`src/rtl/xmu_pkg.sv`:
```
package xmu_pkg;
    typedef enum logic [1:0] {
        SEL_INDEX  = 2'd0,
        SEL_DATA   = 2'd1,
        SEL_MACCTL = 2'd2,
        SEL_DIVCTL = 2'd3
    } sel_e;

    typedef enum logic [1:0] {
        ST_IDLE       = 2'd0,
        ST_MUL_RUN    = 2'd1,
        ST_DIV_RUN    = 2'd2,
        ST_WRITE_BACK = 2'd3
    } state_e;

    // control word bit positions
    localparam int BIT_GO   = 7;
    localparam int BIT_MODE = 6;   // accumulate (multiply) or round (divide)
    localparam int BIT_WIDE = 4;
    localparam int BIT_SGN  = 3;
endpackage

```
`src/rtl/xmu_regfile.sv`:
```
module xmu_regfile #(
    parameter  int OP_BYTES = 8,
    parameter  int GP_BYTES = 40,
    localparam int OP_W     = 8 * OP_BYTES,
    localparam int N_BYTES  = 3 * OP_BYTES + GP_BYTES,
    localparam int IDX_W    = $clog2(N_BYTES)
) (
    input  logic             clk,
    input  logic             rst_n,
    input  logic             idx_wr,
    input  logic [IDX_W-1:0] idx_wdata,
    input  logic             acc_wr,
    input  logic             acc_rd,
    input  logic [7:0]       acc_wdata,
    input  logic             lock,
    input  logic             ld_ab,
    input  logic             ld_c,
    input  logic [OP_W-1:0]  res_a,
    input  logic [OP_W-1:0]  res_b,
    input  logic [OP_W-1:0]  res_c,
    output logic [7:0]       rd_byte,
    output logic [IDX_W-1:0] idx,
    output logic [OP_W-1:0]  op_a,
    output logic [OP_W-1:0]  op_b,
    output logic [OP_W-1:0]  op_c
);
    localparam int MEM_D = 1 << IDX_W;
    localparam logic [IDX_W-1:0] LAST     = IDX_W'(N_BYTES - 1);
    localparam logic [IDX_W-1:0] OPER_END = IDX_W'(3 * OP_BYTES);

    logic [7:0]       mem [MEM_D];
    logic [IDX_W-1:0] idx_q;
    logic             wr_ok;

    assign wr_ok   = acc_wr && (!lock || (idx_q >= OPER_END));
    assign idx     = idx_q;
    assign rd_byte = mem[idx_q];

    always_ff @(posedge clk or negedge rst_n) begin
        if (!rst_n) begin
            idx_q <= '0;
        end else if (idx_wr) begin
            idx_q <= idx_wdata;
        end else if (acc_wr || acc_rd) begin
            idx_q <= (idx_q == LAST) ? '0 : idx_q + 1'b1;
        end
    end

    always_ff @(posedge clk or negedge rst_n) begin
        if (!rst_n) begin
            for (int i = 0; i < MEM_D; i++) mem[i] <= '0;
        end else begin
            if (wr_ok) mem[idx_q] <= acc_wdata;
            for (int g = 0; g < OP_BYTES; g++) begin
                if (ld_ab) begin
                    mem[g]            <= res_a[OP_W-1-8*g -: 8];
                    mem[OP_BYTES + g] <= res_b[OP_W-1-8*g -: 8];
                end
                if (ld_c) mem[2*OP_BYTES + g] <= res_c[OP_W-1-8*g -: 8];
            end
        end
    end

    for (genvar g = 0; g < OP_BYTES; g++) begin : g_view
        assign op_a[OP_W-1-8*g -: 8] = mem[g];
        assign op_b[OP_W-1-8*g -: 8] = mem[OP_BYTES + g];
        assign op_c[OP_W-1-8*g -: 8] = mem[2*OP_BYTES + g];
    end
endmodule

```
`src/rtl/xmu_mul.sv`:
```
module xmu_mul #(
    parameter int OP_W = 64
) (
    input  logic            clk,
    input  logic            rst_n,
    input  logic            start,
    input  logic            wide,
    input  logic            sgn,
    input  logic            acc,
    input  logic [OP_W-1:0] a,
    input  logic [OP_W-1:0] b,
    input  logic [OP_W-1:0] c,
    output logic            done,
    output logic [OP_W-1:0] prod
);
    localparam int HALF = OP_W / 2;

    logic            running;
    logic [OP_W-1:0] mcand_q, mplier_q, prod_q;

    function automatic logic [OP_W-1:0] widen(input logic [OP_W-1:0] v,
                                              input logic w, input logic s);
        if (w) return v;
        return s ? {{HALF{v[HALF-1]}}, v[HALF-1:0]} : {{HALF{1'b0}}, v[HALF-1:0]};
    endfunction

    // last step: no multiplier bits remain above the one being consumed
    assign done = running && (mplier_q[OP_W-1:1] == '0);
    assign prod = prod_q;

    always_ff @(posedge clk or negedge rst_n) begin
        if (!rst_n) begin
            running  <= 1'b0;
            mcand_q  <= '0;
            mplier_q <= '0;
            prod_q   <= '0;
        end else if (start) begin
            running  <= 1'b1;
            mcand_q  <= widen(a, wide, sgn);
            mplier_q <= widen(b, wide, sgn);
            prod_q   <= acc ? c : '0;
        end else if (running) begin
            if (mplier_q[0]) prod_q <= prod_q + mcand_q;
            mcand_q  <= mcand_q << 1;
            mplier_q <= mplier_q >> 1;
            if (done) running <= 1'b0;
        end
    end
endmodule

```
`src/rtl/xmu_div.sv`:
```
module xmu_div #(
    parameter int OP_W = 64
) (
    input  logic            clk,
    input  logic            rst_n,
    input  logic            start,
    input  logic            sgn,
    input  logic            rnd,
    input  logic [OP_W-1:0] dvd,
    input  logic [OP_W-1:0] dvs,
    output logic            done,
    output logic [OP_W-1:0] quo,
    output logic [OP_W-1:0] rem
);
    localparam int CW = $clog2(OP_W);
    localparam logic [CW-1:0] LAST_STEP = CW'(OP_W - 1);

    logic            running, zero_q, negq_q, negr_q, rnd_q;
    logic [OP_W-1:0] dvs_q, raw_q, work_q, part_q;
    logic [CW-1:0]   cnt_q;
    logic [OP_W:0]   trial;
    logic            fits, rnd_up;
    logic [OP_W-1:0] qfin, rfin;

    function automatic logic [OP_W-1:0] mag(input logic [OP_W-1:0] v, input logic s);
        return (s && v[OP_W-1]) ? (~v + 1'b1) : v;
    endfunction

    assign trial = {part_q, work_q[OP_W-1]} - {1'b0, dvs_q};
    assign fits  = !trial[OP_W];
    assign done  = running && (zero_q || cnt_q == LAST_STEP);

    // result fix-up, valid once the last step has been taken
    assign rnd_up = rnd_q && !zero_q && ({part_q, 1'b0} >= {1'b0, dvs_q});
    assign qfin   = work_q + OP_W'(rnd_up);
    assign rfin   = rnd_up ? (dvs_q - part_q) : part_q;
    assign quo    = zero_q ? '1 : (negq_q ? (~qfin + 1'b1) : qfin);
    assign rem    = zero_q ? raw_q : ((negr_q ^ rnd_up) ? (~rfin + 1'b1) : rfin);

    always_ff @(posedge clk or negedge rst_n) begin
        if (!rst_n) begin
            running <= 1'b0;
            zero_q  <= 1'b0;
            negq_q  <= 1'b0;
            negr_q  <= 1'b0;
            rnd_q   <= 1'b0;
            dvs_q   <= '0;
            raw_q   <= '0;
            work_q  <= '0;
            part_q  <= '0;
            cnt_q   <= '0;
        end else if (start) begin
            running <= 1'b1;
            zero_q  <= (dvs == '0);
            negq_q  <= sgn && (dvd[OP_W-1] ^ dvs[OP_W-1]);
            negr_q  <= sgn && dvd[OP_W-1];
            rnd_q   <= rnd;
            dvs_q   <= mag(dvs, sgn);
            raw_q   <= dvd;
            work_q  <= mag(dvd, sgn);
            part_q  <= '0;
            cnt_q   <= '0;
        end else if (running) begin
            if (!zero_q) begin
                part_q <= fits ? trial[OP_W-1:0] : {part_q[OP_W-2:0], work_q[OP_W-1]};
                work_q <= {work_q[OP_W-2:0], fits};
                cnt_q  <= cnt_q + 1'b1;
            end
            if (done) running <= 1'b0;
        end
    end
endmodule

```
`src/rtl/xmu_ctrl.sv`:
```
module xmu_ctrl
    import xmu_pkg::*;
(
    input  logic   clk,
    input  logic   rst_n,
    input  logic   wr_mac,
    input  logic   wr_div,
    input  logic   go,
    input  logic   mode,
    input  logic   wide,
    input  logic   sgn,
    input  logic   mul_done,
    input  logic   div_done,
    output logic   mul_start,
    output logic   div_start,
    output logic   lock,
    output logic   ld_ab,
    output logic   ld_c,
    output logic   mac_active,
    output logic   div_active,
    output logic   mac_acc,
    output logic   mac_wide,
    output logic   mac_sgn,
    output logic   div_rnd,
    output logic   div_sgn,
    output state_e st
);
    state_e st_q, st_d;
    logic   op_mac_q;
    logic   idle;

    assign idle      = (st_q == ST_IDLE);
    assign mul_start = idle && wr_mac && go;
    assign div_start = idle && wr_div && go;
    assign st        = st_q;

    // state register and per-operation configuration
    always_ff @(posedge clk or negedge rst_n) begin
        if (!rst_n) begin
            st_q     <= ST_IDLE;
            op_mac_q <= 1'b0;
            mac_acc  <= 1'b0;
            mac_wide <= 1'b0;
            mac_sgn  <= 1'b0;
            div_rnd  <= 1'b0;
            div_sgn  <= 1'b0;
        end else begin
            st_q <= st_d;
            if (idle && wr_mac) begin
                mac_acc  <= mode;
                mac_wide <= wide;
                mac_sgn  <= sgn;
            end
            if (idle && wr_div) begin
                div_rnd <= mode;
                div_sgn <= sgn;
            end
            if (mul_start) op_mac_q <= 1'b1;
            else if (div_start) op_mac_q <= 1'b0;
        end
    end

    always_comb begin
        st_d = st_q;
        unique case (st_q)
            ST_IDLE: begin
                if (mul_start)      st_d = ST_MUL_RUN;
                else if (div_start) st_d = ST_DIV_RUN;
            end
            ST_MUL_RUN:    if (mul_done) st_d = ST_WRITE_BACK;
            ST_DIV_RUN:    if (div_done) st_d = ST_WRITE_BACK;
            ST_WRITE_BACK: st_d = ST_IDLE;
        endcase
    end

    always_comb begin
        lock       = 1'b1;
        ld_ab      = 1'b0;
        ld_c       = 1'b0;
        mac_active = 1'b0;
        div_active = 1'b0;
        unique case (st_q)
            ST_IDLE: lock = 1'b0;
            ST_MUL_RUN: mac_active = 1'b1;
            ST_DIV_RUN: div_active = 1'b1;
            ST_WRITE_BACK: begin
                mac_active = op_mac_q;
                div_active = !op_mac_q;
                ld_c       = op_mac_q;
                ld_ab      = !op_mac_q;
            end
        endcase
    end
endmodule

```
`src/rtl/xmath_unit.sv`:
```
module xmath_unit #(
    parameter int OP_BYTES = 8,
    parameter int GP_BYTES = 40
) (
    input  logic       clk,
    input  logic       rst_n,
    input  logic       bus_wr,
    input  logic       bus_rd,
    input  logic [1:0] bus_sel,
    input  logic [7:0] bus_wdata,
    output logic [7:0] bus_rdata
);
    import xmu_pkg::*;

    localparam int OP_W    = 8 * OP_BYTES;
    localparam int N_BYTES = 3 * OP_BYTES + GP_BYTES;
    localparam int IDX_W   = $clog2(N_BYTES);

    sel_e             sel;
    state_e           st_w;
    logic [IDX_W-1:0] idx_w;
    logic [7:0]       rd_byte;
    logic [OP_W-1:0]  op_a_w, op_b_w, op_c_w, prod_w, quo_w, rem_w;
    logic mul_start, div_start, mul_done, div_done, lock, ld_ab, ld_c;
    logic mac_active, div_active, mac_acc, mac_wide, mac_sgn, div_rnd, div_sgn;

    assign sel = sel_e'(bus_sel);

    xmu_regfile #(.OP_BYTES(OP_BYTES), .GP_BYTES(GP_BYTES)) u_regs (
        .clk(clk), .rst_n(rst_n),
        .idx_wr(bus_wr && sel == SEL_INDEX), .idx_wdata(bus_wdata[IDX_W-1:0]),
        .acc_wr(bus_wr && sel == SEL_DATA), .acc_rd(bus_rd && sel == SEL_DATA),
        .acc_wdata(bus_wdata), .lock(lock), .ld_ab(ld_ab), .ld_c(ld_c),
        .res_a(quo_w), .res_b(rem_w), .res_c(prod_w),
        .rd_byte(rd_byte), .idx(idx_w), .op_a(op_a_w), .op_b(op_b_w), .op_c(op_c_w)
    );

    xmu_ctrl u_ctrl (
        .clk(clk), .rst_n(rst_n),
        .wr_mac(bus_wr && sel == SEL_MACCTL), .wr_div(bus_wr && sel == SEL_DIVCTL),
        .go(bus_wdata[BIT_GO]), .mode(bus_wdata[BIT_MODE]),
        .wide(bus_wdata[BIT_WIDE]), .sgn(bus_wdata[BIT_SGN]),
        .mul_done(mul_done), .div_done(div_done),
        .mul_start(mul_start), .div_start(div_start), .lock(lock),
        .ld_ab(ld_ab), .ld_c(ld_c), .mac_active(mac_active), .div_active(div_active),
        .mac_acc(mac_acc), .mac_wide(mac_wide), .mac_sgn(mac_sgn),
        .div_rnd(div_rnd), .div_sgn(div_sgn), .st(st_w)
    );

    xmu_mul #(.OP_W(OP_W)) u_mul (
        .clk(clk), .rst_n(rst_n), .start(mul_start),
        .wide(bus_wdata[BIT_WIDE]), .sgn(bus_wdata[BIT_SGN]), .acc(bus_wdata[BIT_MODE]),
        .a(op_a_w), .b(op_b_w), .c(op_c_w), .done(mul_done), .prod(prod_w)
    );

    xmu_div #(.OP_W(OP_W)) u_div (
        .clk(clk), .rst_n(rst_n), .start(div_start),
        .sgn(bus_wdata[BIT_SGN]), .rnd(bus_wdata[BIT_MODE]),
        .dvd(op_c_w), .dvs(op_a_w), .done(div_done), .quo(quo_w), .rem(rem_w)
    );

    always_comb begin
        unique case (sel)
            SEL_INDEX:  bus_rdata = 8'(idx_w);
            SEL_DATA:   bus_rdata = rd_byte;
            SEL_MACCTL: bus_rdata = {mac_active, mac_acc, 1'b0, mac_wide, mac_sgn, 3'b000};
            SEL_DIVCTL: bus_rdata = {div_active, div_rnd, 2'b00, div_sgn, 3'b000};
        endcase
    end
endmodule

```
`config.mk`:
```
export PLATFORM = sky130hd
export DESIGN_NAME = xmath_unit
export DESIGN_NICKNAME = d
export VERILOG_FILES = /design/src/rtl/xmu_pkg.sv /design/src/rtl/xmu_regfile.sv /design/src/rtl/xmu_mul.sv /design/src/rtl/xmu_div.sv /design/src/rtl/xmu_ctrl.sv /design/src/rtl/xmath_unit.sv
export SDC_FILE = /design/constraint.sdc
export NUM_CORES = 2
export LEC_CHECK = 0
export ABC_AREA = 1
export BUFFER_PORTS_ARGS = -buffer_cell sky130_fd_sc_hd__buf_2
export CAP_MARGIN = 20
export CORE_UTILIZATION = 55
export DETAILED_ROUTE_END_ITERATION = 8
export PLACE_DENSITY = 0.71
export SYNTH_ARGS = -nofsm -noshare
export SYNTH_HDL_FRONTEND = slang
export SYNTH_SLANG_ARGS = --single-unit
```
`constraint.sdc`:
```
create_clock -name clk -period 6.7 [get_ports clk]
set_input_delay 0.335 -clock clk [delete_from_list [all_inputs] [get_ports clk]]
set_output_delay 0.335 -clock clk [all_outputs]
set_load 0.05 [all_outputs]
```
==> impl_metrics.py <==
metrics = {
    "synthesis": {
        "syn-mean-instance-area_sq_um": 6.88,
        "synth_enable_flop_cells": 0,
        "synth_fp_nets": 10200,
        "netlist_top_cells_count": "2770 x nand2_1, 1124 x inv_1, 986 x dfrtp_1, 920 x nor2_1, 815 x o21ai_0",
        "synth.cell_area_sq_um": 68800,
        "synth_top_family_by_area": "simple AND/OR/NAND/NOR gates",
        "synth-adder-area-share": 0.0381,
        "synthSimpleGateAreaFrac": 0.291,
        "yosys.area.top_type_share": 0.359,
        "synth_ff_type": "dfrtp_1",
        "yosysMostFrequentCell": "nand2_1",
        "synth_xor_area_frac": 0.0307,
        "netlist_instances": 10000,
        "ys_seq_elements": 986,
        "ys_seq_area_frac": 0.359,
        "synth_area_leader_cell": "dfrtp_1",
        "synth_compound_gate_area_share": 0.193,
        "yosysUniqueCellTypes": 71,
        "synth-async-reset-ratio": 1.00,
        "synthMuxAreaShare": 0.000145,
        "synth_warnings": 0,
        "synth_area_leaders": "dfrtp_1 36%, nand2_1 15%, inv_1 6.1%, o21ai_0 5.9%, nor2_1 5.0%",
    },
    "outcome": {
        "outcome": "finished, final reports clean",
    },
    "pwr": {
        "pwr-share-seq": 0.229,
        "power_frac_comb": 0.624,
        "clkPwrFrac": 0.147,
        "switchingPower_w": 0.0254,
        "switching_share": 0.561,
        "ir_worst_vdd_mv": 0.428,
        "p_leak_nw": 35.4,
        "internal-power_w": 0.0199,
        "power-per-cell-area_nw_per_um2": 609,
    },
    "grt": {
        "grt_usage": 0.472,
        "grt_pass1_vias": 68500,
        "grt_max_degree": 211,
        "antenna_found_initial": 15,
        "overflow": 0,
        "grt_pass1_wl_um": 447000,
    },
    "critical_path": {
        "worstPathMaxFanout": 6,
        "path_common_cell": "nand2_1",
        "crit_path_end": "u_regs.op_a[58]",
        "startpoint": "u_div.dvs_q[61]",
        "worstPathRequired_ns": 7.29,
        "slowest_stage": "nor4_1",
        "arrival_ns": 6.52,
        "r2r-end": "u_regs.op_a[58]",
        "r2r-start": "u_div.dvs_q[61]",
        "cp-start-kind": "register",
        "cpPeakStageDelay_ns": 0.51,
        "path_class": "reg2reg",
        "rr_worst_depth": 29,
        "crit_path_end_kind": "register",
        "reg2reg_setup_slack_ns": 0.76,
    },
    "die": {
        "io_pins": 22,
        "row_count": 129,
        "chipWidth_um": 356,
        "core-area_sq_um": 124000,
        "fp.dieArea_sq_um": 127000,
        "start_util": 0.555,
        "die_y_um": 356,
    },
    "timing": {
        "setup_violations": 0,
        "finalCritPeriodShare": 0.886,
        "final-max-slew-violation-count": 0,
        "clock_skew_ns": 0.109,
        "fin_hold_ws_ns": 0.0427,
        "maxSlewHeadroom": 0.131,
        "hold_violations": 0,
        "setup_tns_ns": 0,
        "timing.fmax_mhz": 168,
        "grt_setup_unrepaired": "no",
        "tightest_slew_ns": 1.29,
        "finalCriticalPeriod_ns": 5.94,
    },
    "clock_tree": {
        "cts-root-buf": "clkbuf_16",
        "numCtsBuffers": 107,
        "cts.sink_count": 986,
        "post_cts_resized": 0,
        "post_cts_buffers": 0,
        "htreeDepth": 3,
        "clock_path_buffers": 3,
        "clkSlewWorstSetupHoldPaths_ns": 0.06,
        "holdBufCountCts": 4,
        "cts_tree": "done",
        "clk_latency_ns": 0.80,
    },
    "layout": {
        "syn2layout_area_growth_pct": 8.11,
        "nets": 10000,
        "drive_gt1_frac": 0.0489,
    },
    "detailed_routing": {
        "dr_total_vias": 74100,
        "drtIter0Drc": 10900,
        "dr.pass1.iters": 8,
        "via_per_inst": 6.41,
        "routed_wl_um": 304000,
        "avgRoutedWirePerCell_um": 26.3,
        "ant_nets": 0,
        "drc": 0,
    },
    "placement": {
        "dp_hpwl_um": 230000,
        "port_buffers": 21,
        "gp_congestion": 1.12,
    },
    "run": {
        "maxCapViolCount": 0,
    },
    "hold_path": {
        "hp-class": "in2reg",
    },
}
## sequential cells by signal, summed over array words and instances (netlist names), 2 cells and up
register        flops
u_ctrl.st           2
u_div.cnt_q         6
u_div.dvs_q        64
u_div.part_q       64
u_div.raw_q        64
u_div.work_q       64
u_mul.mcand_q      64
u_mul.mplier_q     64
u_mul.prod         64
u_regs.idx          6
u_regs.mem        320
u_regs.op_a        64
u_regs.op_b        64
u_regs.op_c        64
## metal layers
layer | wire length [um] | global-route usage | up-vias
met3 | 39800 | 0.157 | 1008
met1 | 116000 | 0.609 | 35000
li1 | - | - | 33100
met5 | 54 | 0 | -
met2 | 124000 | 0.675 | 4940
met4 | 23600 | 0.307 | 8
## through the flow
stage	cells	cell area [sq um]	setup WS (ns)	power, W	utilization
after floorplan	10000	68800	1.98	0.0273	-
after global placement	11300	70300	1.14	0.0368	0.567
after detailed placement	11300	70300	1.08	0.0371	0.567
after CTS	11500	74300	0.937	0.0438	0.600
after global routing	11500	74400	0.431	0.0477	0.600
final	11600	74400	0.763	0.0453	0.600
## how the worst min path moves through the flow
stage,startpoint,to,slack [ns],cells after the start
after floorplan,rst_n,u_ctrl.div_rnd,0.04,0
after global placement,rst_n,u_div.dvs_q[2],0.34,1
after detailed placement,rst_n,u_div.dvs_q[2],0.34,1
after CTS,bus_wr,u_ctrl.mac_wide,0.003,5
after global routing,bus_wr,u_regs.idx[4],0.06,3
final,bus_wr,u_ctrl.mac_wide,0.04,5
## final cells by class
| cell class | instances | area [sq um] |
|---|---|---|
| inverter | 1152 | 4340 |
| antenna | 16 | 40.0 |
| fill | 11700 | 49600 |
| tap | 1637 | 2050 |
| multi-input combinational | 7432 | 38200 |
| sequential | 986 | 24700 |
| timing repair buffer | 140 | 1130 |
| clock inverter | 49 | 816 |
| clock buffer | 150 | 3120 |
## kinds of logic (layout without fill, tap and decap cells)
| family | Yosys count | after routing |
|---|---|---|
| simple gates | 4757 | 4757 |
| compound gates | 2227 | 2227 |
| buf+inv | 1589 | 1491 |
| flops | 986 | 986 |
| xor+xnor | 239 | 239 |
| fa+ha+maj | 208 | 208 |
| mux | 1 | 1 |
| other cells | 0 | 16 |
## layout by cell type (no fill, tap or decap), types with 19 or more instances in the layout
cell type and n:
nand2_1 2768, inv_1 1118, dfrtp_1 984, nor2_1 914, o21ai_0 814, a21oi_1 513
nand3_1 507, ha_1 205, o22ai_1 199, nand4_1 188, xor2_1 155, a31oi_1 126
nor3_1 114, o221ai_1 108, clkbuf_16 107, buf_4 103, o211ai_1 97, xnor2_1 81
nor4_1 75, a22oi_1 61, a221oi_1 51, nand3b_1 49, a22o_1 47, o21ai_1 31
o21a_1 30, or2_2 28, clkbuf_8 28, o21bai_1 27, nand2_2 23, buf_2 22
nor2_2 21, nor2_4 20, o41ai_1 19, clkinv_2 19
## power by group through the flow
stage	Clock, W	Combinational, W	Sequential, W
CTS	0.00665	0.0270	0.0102
finish	0.00666	0.0282	0.0104
detailed placement	0	0.0268	0.0102
floorplan	0	0.0181	0.00923
global placement	0	0.0266	0.0102
global route	0.00688	0.0303	0.0105
## worst max-delay path: cells and delay by family, from the launching register on
family | cells | cell delay, ns
buffers and inverters | 2 | 0.28
adders and majority gates | 2 | 0.70
xor gates and xnor gates | 1 | 0.11
DFF | 1 | 0.37
and+or+nand+nor | 24 | 4.25
Note: power is estimated with default switching activity, not from simulation.
